**src/rtl/ioStrobeDecoderPkg.sv**
```systemverilog
package ioStrobeDecoderPkg;
  // strobes from the window control to the code datapath
  typedef struct packed {
    logic capture;  // latch the command code this edge
    logic active;   // window open, decoded line may show
  } ctlStrobes_t;
endpackage

```
**src/rtl/ioDecCtrl.sv**
```systemverilog
module ioDecCtrl
  import ioStrobeDecoderPkg::*;
(
  input  logic        clk,
  input  logic        rst,
  input  logic        strobeA,
  input  logic        strobeB,
  output ctlStrobes_t ctl
);
  logic windowOpen;
  logic bSeen;
  logic closeNow;

  // close once strobeB has been seen high and is now low
  assign closeNow = windowOpen && bSeen && !strobeB;

  always_ff @(posedge clk) begin
    if (rst) begin
      windowOpen <= 1'b0;
      bSeen      <= 1'b0;
    end else if (strobeA) begin
      windowOpen <= 1'b1;
      bSeen      <= 1'b0;
    end else if (closeNow) begin
      windowOpen <= 1'b0;
      bSeen      <= 1'b0;
    end else if (windowOpen && strobeB) begin
      bSeen      <= 1'b1;
    end
  end

  always_comb begin
    ctl.capture = strobeA && !rst;
    ctl.active  = windowOpen;
  end
endmodule

```
**src/rtl/ioDecPath.sv**
```systemverilog
module ioDecPath
  import ioStrobeDecoderPkg::*;
#(
  parameter int CODE_W = 3,
  parameter int LINES  = (1 << CODE_W) - 1
) (
  input  logic              clk,
  input  logic              rst,
  input  logic [CODE_W-1:0] cmdCode,
  input  ctlStrobes_t       ctl,
  output logic [LINES-1:0]  portEn
);
  logic [CODE_W-1:0] heldCode;

  always_ff @(posedge clk) begin
    if (rst)              heldCode <= '0;
    else if (ctl.capture) heldCode <= cmdCode;
  end

  // line i+1 matches code i+1; code zero matches no line
  for (genvar i = 0; i < LINES; i++) begin : gLine
    assign portEn[i] = ctl.active && (heldCode == CODE_W'(i + 1));
  end
endmodule

```
**src/rtl/ioStrobeDecoder.sv**
```systemverilog
module ioStrobeDecoder
  import ioStrobeDecoderPkg::*;
#(
  parameter int CODE_W = 3,
  parameter int LINES  = (1 << CODE_W) - 1
) (
  input  logic              clk,
  input  logic              rst,
  input  logic              strobeA,
  input  logic              strobeB,
  input  logic [CODE_W-1:0] cmdCode,
  output logic [LINES-1:0]  portEn
);
  ctlStrobes_t ctl;

  ioDecCtrl uCtrl (
    .clk(clk), .rst(rst), .strobeA(strobeA), .strobeB(strobeB), .ctl(ctl)
  );

  ioDecPath #(.CODE_W(CODE_W), .LINES(LINES)) uPath (
    .clk(clk), .rst(rst), .cmdCode(cmdCode), .ctl(ctl), .portEn(portEn)
  );
endmodule

```
**config.mk**
```make
export PLATFORM = sky130hd
export DESIGN_NAME = ioStrobeDecoder
export DESIGN_NICKNAME = d
export VERILOG_FILES = /design/src/rtl/ioStrobeDecoderPkg.sv /design/src/rtl/ioDecCtrl.sv /design/src/rtl/ioDecPath.sv /design/src/rtl/ioStrobeDecoder.sv
export SDC_FILE = /design/constraint.sdc
export NUM_CORES = 1
export LEC_CHECK = 0
export ABC_AREA = 1
export BUFFER_PORTS_ARGS = -buffer_cell sky130_fd_sc_hd__buf_4
export CAP_MARGIN = 10
export CORE_AREA = 2 2 39 41
export CTS_CLUSTER_DIAMETER = 150
export DETAILED_ROUTE_END_ITERATION = 16
export DIE_AREA = 0 0 41 43
export HOLD_SLACK_MARGIN = 0.12
export PLACE_DENSITY_LB_ADDON = 0.1
export RECOVER_POWER = 50
export SYNTH_ARGS = -nofsm -noshare
export SYNTH_HDL_FRONTEND = slang
export SYNTH_SLANG_ARGS = --single-unit
```
**constraint.sdc**
```tcl
create_clock -name clk -period 1.3 [get_ports clk]
set_input_delay 0.325 -clock clk [delete_from_list [all_inputs] [get_ports clk]]
set_output_delay 0.325 -clock clk [all_outputs]
set_load 0.05 [all_outputs]
```
# After elaboration in Yosys (flattened, before gate mapping)
# Index checks and enable logic that the tools add are counted.
# totals
ff_bits	5
in_bits	7
output_inout_bits	7
wordCells	27
# classes
n_eq_ne	7
n_mux	2
n_reduce_logical	15
# ops
cell	count
$eq 3x3->1 const B	4
$logic_and 1x1->1	11
$eq 3x2->1 const B	2
$eq 3x1->1 const B	1
$reduce_or 3->1	1
$logic_not 1->1	2
$mux 1	2
$reduce_bool 2->1	1

# Longest topological paths before layout
# Gate-level depths: netlist of the first run.
# logic_depth
depth_word	4
mapped_depth	4
ltp_nobuf	4

# Cells and area by module
# From an unflattened synthesis of the first run, not the netlist that was laid out.
# hier_totals
cells_unflattened	52
area_unflattened_um2	284.0
# by_module_without_submodules
mod	instances	cells_per_inst	area_per_inst_um2	seq_area_each_um2
ioDecPath	1	34	177.7	60.1
ioDecCtrl	1	18	106.4	40.0

# Worst setup path after synthesis of the first run
# OpenSTA, ideal clock, no wires.
# synth_timing
path_type	flip-flop to output port
startpoint	register uCtrl.windowOpen
endpoint	output portEn[4]
arrival_ns	1.147
required_ns	0.975
slack_ns	-0.172
stages_incl_launch_ff	3
path_buffers	0
path_cell_list	dfxtp_1 -> nand2_1 -> nor2_1
# synth_via
elab_chain_cells	1
# synth_rtl
element	line	text
start: declaration	ioDecCtrl.sv:10	logic windowOpen;
start signal: assignment	ioDecCtrl.sv:19	windowOpen <= 1'b0;
start signal: assignment	ioDecCtrl.sv:22	windowOpen <= 1'b1;
start signal: assignment	ioDecCtrl.sv:25	windowOpen <= 1'b0;
$logic_and 1x1->1	ioDecPath.sv:22	assign portEn[i] = ctl.active && (heldCode == CODE_W'(i + 1));
end: declaration	ioStrobeDecoder.sv:12	output logic [LINES-1:0] portEn
# Every way passes these cells.

# Worst setup path in the final report of the first run
# layout_timing
startpoint	register uPath.heldCode[2]
endpoint	output portEn[1]
# layout_via
elab_chain_cells	2
# layout_rtl
element	line	text
start: declaration	ioDecPath.sv:13	logic [CODE_W-1:0] heldCode;
start signal: assignment	ioDecPath.sv:17	else if (ctl.capture) heldCode <= cmdCode;
$eq 3x2->1	ioDecPath.sv:22	
$logic_and 1x1->1	ioDecPath.sv:22	
# Every way passes these cells.

==> results.cfg, run 1 <==
[sta]
setup_tns_ps = -43.1
worst_slew_pin_slew_ps = 299
rsz0062_at_grt = yes
setup_viol = 3
fin_skew_ps = 0.0435
hold_violations = 0
final.setup.worst_slack_ps = -20.8
finalCritPeriodShare = 1.02
finalWorstPathRequiredPeriod_ps = 1320
slew_headroom = 0.800
maxSlewViolCount = 0
fmaxAchievable_mhz = 757
hold_ws_ps = 289

[die]
die_w_um = 41
ioPinCount = 14
die_area_mm2 = 0.00176
core-area_mm2 = 0.00138
fp.dieH_um = 43
initial_core_util = 0.178
num_rows = 14

[clock_network]
cts_made_buffers = 3
clock_tree.buffer_depth = 2
hold_buffers = 0
clkSinkCount = 5
clk_latency_ps = 240
cts_tree = built
htree_levels = 1
cts_root_buffer = clkbuf_4
path_clk_slew_ps = 40

[setup_path]
cp_max_fo = 3
cp.required_ps = 980
crit_path_start_kind = flip-flop
end_kind = output pin
max_stage_delay_ps = 330
crit_arrival_ps = 1000
path_cells = inv_2, nand2_2, nor2_2, buf_6
crit_type = flip-flop to output pin
slowest_stage = dfxtp_2

[outcome]
violations = setup timing
status = complete, but fails checks

[power]
total_power_mw = 0.431
p_per_area_mw_per_mm2 = 884
vdd_ir_drop_max_v = 0.000543
p_leak_nw = 0.214

[routing]
wl_per_cell_um = 8.26
route.vias.total = 286
drt-initial-drc-count = 1
wl_um = 611
dr.pass1.iters = 2
vias_per_cell = 3.86
drcViolationCount = 0
ant_nets = 0

[grt]
grt_pass1_wl_um = 986
grt_pass1_vias = 265
grt_max_degree = 5
antenna_found_initial = 0
gr-total-overflow = 0
grt.total_usage = 0.0844

[cells_and_area]
drive_gt1_frac = 0.707
areaGrowthSynthToFinish_pct = 98.0
layout.nets = 66
nFillCells = 152
fin_cells = 74
postLayoutCellArea_um2 = 488
diodes = 0

[place]
gp_congestion = 0.718
place_inst = 67
hpwl_um = 492
postPlaceCellArea_um2 = 372
placement.io_buffers = 13

[synthesis]
yosys_warnings = 0
ys_types = 11
synth_nets = 45
synth_seq_cells = 5
ys_seq_area_frac = 0.406
netlist_instances = 38
synth.avg_cell_area_um2 = 6.49
syn_area_um2 = 246

[hold_path]
hold_path_class = input pin to flip-flop

[job]
max-cap-violations = 0
[logic make-up (layout without fill, tap and decap cells)]
| logic type | Yosys count | count (layout) | share of synthesized area |
|---|---|---|---|
| AND/OR/NAND/NOR | 22 | 22 | 0.391 |
| flip-flops | 5 | 5 | 0.406 |
| AO/OA/AOI/OAI | 4 | 4 | 0.0964 |
| buffers and inverters | 7 | 27 | 0.107 |
[sequential cells by signal (all words and copies together) (netlist names)]
register / count
uCtrl.bSeen: 1
uCtrl.windowOpen: 1
uPath.heldCode: 3
[layout by cell type, fill, tap and decap left out]
cell      Yosys  layout
o21ai_1       2       1
nand2_1      10       5
a21oi_1       1       1
dfxtp_1       5       1
nand2_2       0       4
clkbuf_1      0       1
nor2_2        2       7
dfxtp_4       0       3
buf_4         0       9
inv_1         6       3
nor3_4        0       1
o21ai_2       1       1
nand3_1       2       2
inv_2         1       4
nand2_4       0       1
o21ai_0       0       1
nor2_1        7       2
clkbuf_4      0       3
dfxtp_2       0       1
buf_6         0       7
[report_power, final]
group | total, mW | internal [mW] | switching (mW)
Clock | 0.177 | 0.116 | 0.0608
Combinational | 0.0790 | 0.0372 | 0.0418
Sequential | 0.175 | 0.162 | 0.0138
Total | 0.431 | 0.315 | 0.116
[timing repair]
action | 4_1_cts | 5_1_grt
resized for setup | 25 | 2
pin swaps | 5 | 5
endpoints found under the hold margin | 0 | 0
endpoints found under the setup margin | 7 | 7
setup buffers | 3 | 0
[worst max-delay path: cells and delay by family, from the launching register on]
family / cells / cell delay, ps
DFF: 1 / 330
buffers and inverters: 2 / 230
and+or+nand+nor: 2 / 190
[cell usage after synthesis]
master	instances	area, um^2
a21oi_1	1	5.00
o21ai_1	2	10.0
nor3_2	1	10.0
nor2_2	2	12.5
inv_2	1	3.75
o21ai_2	1	8.76
nand3_1	2	10.0
dfxtp_1	5	100
nor2_1	7	26.3
nand2_1	10	37.5
inv_1	6	22.5
[worst paths after layout]
check	start	endpoint	slack, ps	cells after the start
setup / recovery	uPath.heldCode[2]	portEn[1]	-20	4
hold / removal	cmdCode[2]	uPath.heldCode[2]	290	3
setup reg to reg	uCtrl.windowOpen	uCtrl.windowOpen	500	4
hold reg to reg	uPath.heldCode[2]	uPath.heldCode[2]	490	2
[routing by layer]
| layer | global-route usage | vias to the layer above | wire (um) |
|---|---|---|---|
| met2 | 0.128 | 10 | 297 |
| met5 | 0 | - | 0 |
| met1 | 0.0903 | 118 | 276 |
| met3 | 0.0314 | 0 | 37 |
| met4 | 0.0600 | 0 | 0 |
| li1 | - | 158 | - |
[final cells by class]
class	count	area, um^2	area share
flip-flops and latches	5	113	0.231
clock buffers	4	26.3	0.0538
well taps	16	20.0	0.0410
repair buffers	16	146	0.300
inverters	7	26.3	0.0538
multi-input cells	26	156	0.321
[through the flow]
step,utilization,setup WS (ps)
after floorplan,-,-172
after global placement,0.269,122
after detailed placement,0.269,122
after CTS,0.351,-57.8
after global routing,0.353,-63.9
final,0.353,-20.8
Note: power is estimated with default switching activity, not from simulation.
==> run 2, diff against run 1 <==
--- a/config.mk
+++ b/config.mk
@@ -9,6 +9,7 @@
 export BUFFER_PORTS_ARGS = -buffer_cell sky130_fd_sc_hd__buf_4
 export CAP_MARGIN = 10
 export CORE_AREA = 2 2 39 41
+export CTS_BUF_LIST = sky130_fd_sc_hd__clkbuf_8
 export CTS_CLUSTER_DIAMETER = 150
 export DETAILED_ROUTE_END_ITERATION = 16
 export DIE_AREA = 0 0 41 43
==> run 2 against run 1 <==
The flow now finishes without violations. Sequential power is essentially flat. Global-route usage fell by 0.30 points. Core utilization is 1.4 points higher. Final cell count unchanged. Sequential share of layout area shrank 0.85 points. Clock power is 54% higher. Clock skew is essentially flat. Critical path type unchanged. Largest cell class unchanged. Largest power group unchanged.
==> results.cfg, run 2 (synthesis gave the netlist of run 1 again) <==
[setup_path]
cp_max_fo = 3
path_cells = inv_2, nand2_2, nor2_2, buf_6
critical-path-top-delay-family = flip-flops
crit_arrival_ps = 970
cp.required_ps = 980
max_stage_delay_ps = 330
path_buf_inv = 2
slowest_stage = dfxtp_2
end_kind = output pin
crit_type = flip-flop to output pin
crit_path_start_kind = flip-flop

[sta]
final.setup.worst_slack_ps = 1.52
slew_headroom = 0.798
rsz0062_at_grt = yes
fin_skew_ps = 0.0434
setup_tns_ps = 0
maxSlewViolCount = 0
hold_violations = 0
finalCritPeriodShare = 0.999
worst_slew_pin_slew_ps = 302
fmaxAchievable_mhz = 770
setup_viol = 0
finalWorstPathRequiredPeriod_ps = 1300
hold_ws_ps = 309

[power]
vdd_ir_drop_max_v = 0.000520
p_leak_nw = 0.226
p_per_area_mw_per_mm2 = 1040
total_power_mw = 0.527

[cells_and_area]
final_cell_mix = buf_4 (9), nor2_2 (7), buf_6 (7), nand2_1 (5)
diodes = 0
largestRegisters = uPath.heldCode (3), uCtrl.bSeen (1), uCtrl.windowOpen (1)
postLayoutCellArea_um2 = 507
layout_commonest_cell = buf_4
areaGrowthSynthToFinish_pct = 106
nFillCells = 143
drive_gt1_frac = 0.707
top_register = uPath.heldCode
utilization = 0.366
layout.nets = 66
largest_reg_flops = 3
fin_cells = 74

[grt]
grt_max_degree = 5
grt_pass1_wl_um = 945
grt.total_usage = 0.0814
grt_pass1_vias = 243
antenna_found_initial = 0
gr-total-overflow = 0

[die]
fp.dieH_um = 43
initial_core_util = 0.178
num_rows = 14
ioPinCount = 14
die_w_um = 41
core-area_mm2 = 0.00138
die_area_mm2 = 0.00176

[place]
placement.io_buffers = 13
place_inst = 67
dp_slack_ps = 122
postPlaceCellArea_um2 = 372
gp_congestion = 0.718
hpwl_um = 492

[job]
max-cap-violations = 0

[clock_network]
clock_tree.buffer_depth = 2
cts_tree = built
cts_made_buffers = 3
clk_latency_ps = 220
path_clk_slew_ps = 30
clkSinkCount = 5
htree_levels = 1
cts_root_buffer = clkbuf_8

[routing]
wl_um = 617
wl_per_cell_um = 8.34
drcViolationCount = 0
route.vias.total = 287
dr.pass1.iters = 2
ant_nets = 0
vias_per_cell = 3.88
drt-initial-drc-count = 1

[hold_path]
hold_path_class = input pin to flip-flop

[outcome]
status = finished clean
[run 2: cell count changes in the layout (fill, tap and decap cells not counted), sizes merged]
| cell | before | now |
|---|---|---|
| clkbuf | 4 | 3 |
| inv | 7 | 8 |
[run 2: final timing paths]
check | start | cells after the start | slack (ps) | endpoint
max reg2reg | uCtrl.windowOpen | 4 | 510 | uCtrl.windowOpen
min | cmdCode[2] | 3 | 310 | uPath.heldCode[2]
max | uPath.heldCode[2] | 4 | 2 | portEn[1]
min reg2reg | uPath.heldCode[2] | 2 | 490 | uPath.heldCode[2]
[run 2: power by group]
group	total, mW	internal, mW	switching [mW]
Clock	0.272	0.202	0.0698
Sequential	0.176	0.162	0.0137
Combinational	0.0790	0.0372	0.0418
[run 2: final cells by class]
| type | instances | area [um^2] | share of cell area |
|---|---|---|---|
| Clock buffer | 3 | 41.3 | 0.0815 |
| Clock inverter | 1 | 3.75 | 0.00741 |
| Inverter | 7 | 26.3 | 0.0519 |
| Multi-Input combinational cell | 26 | 156 | 0.309 |
| Sequential cell | 5 | 113 | 0.222 |
| Tap cell | 16 | 20.0 | 0.0395 |
| Timing Repair Buffer | 16 | 146 | 0.289 |
[run 2: repair_timing]
item                       in CTS  in global routing
hold buffers                    0                  0
setup buffers                   1                  2
pin swaps                       5                  4
setup endpoints to repair       7                  7
resized for setup              21                  6
[run 2: worst reg2reg max path, delay by kind of cell, from the launching register on]
kind,cells,cell delay (ps)
buffers and inverters,1,110
DFF,1,370
and+or+nand+nor,3,200
[run 2: per-layer routing]
metal / global-route usage / share of wire / wire length [um] / vias up
met4: 0.0600 / 0 / 0 / 0
li1: - / - / - / 157
met5: 0 / 0 / 0 / -
met2: 0.119 / 0.46 / 285 / 10
met3: 0.0314 / 0.060 / 37 / 0
met1: 0.0903 / 0.48 / 295 / 120
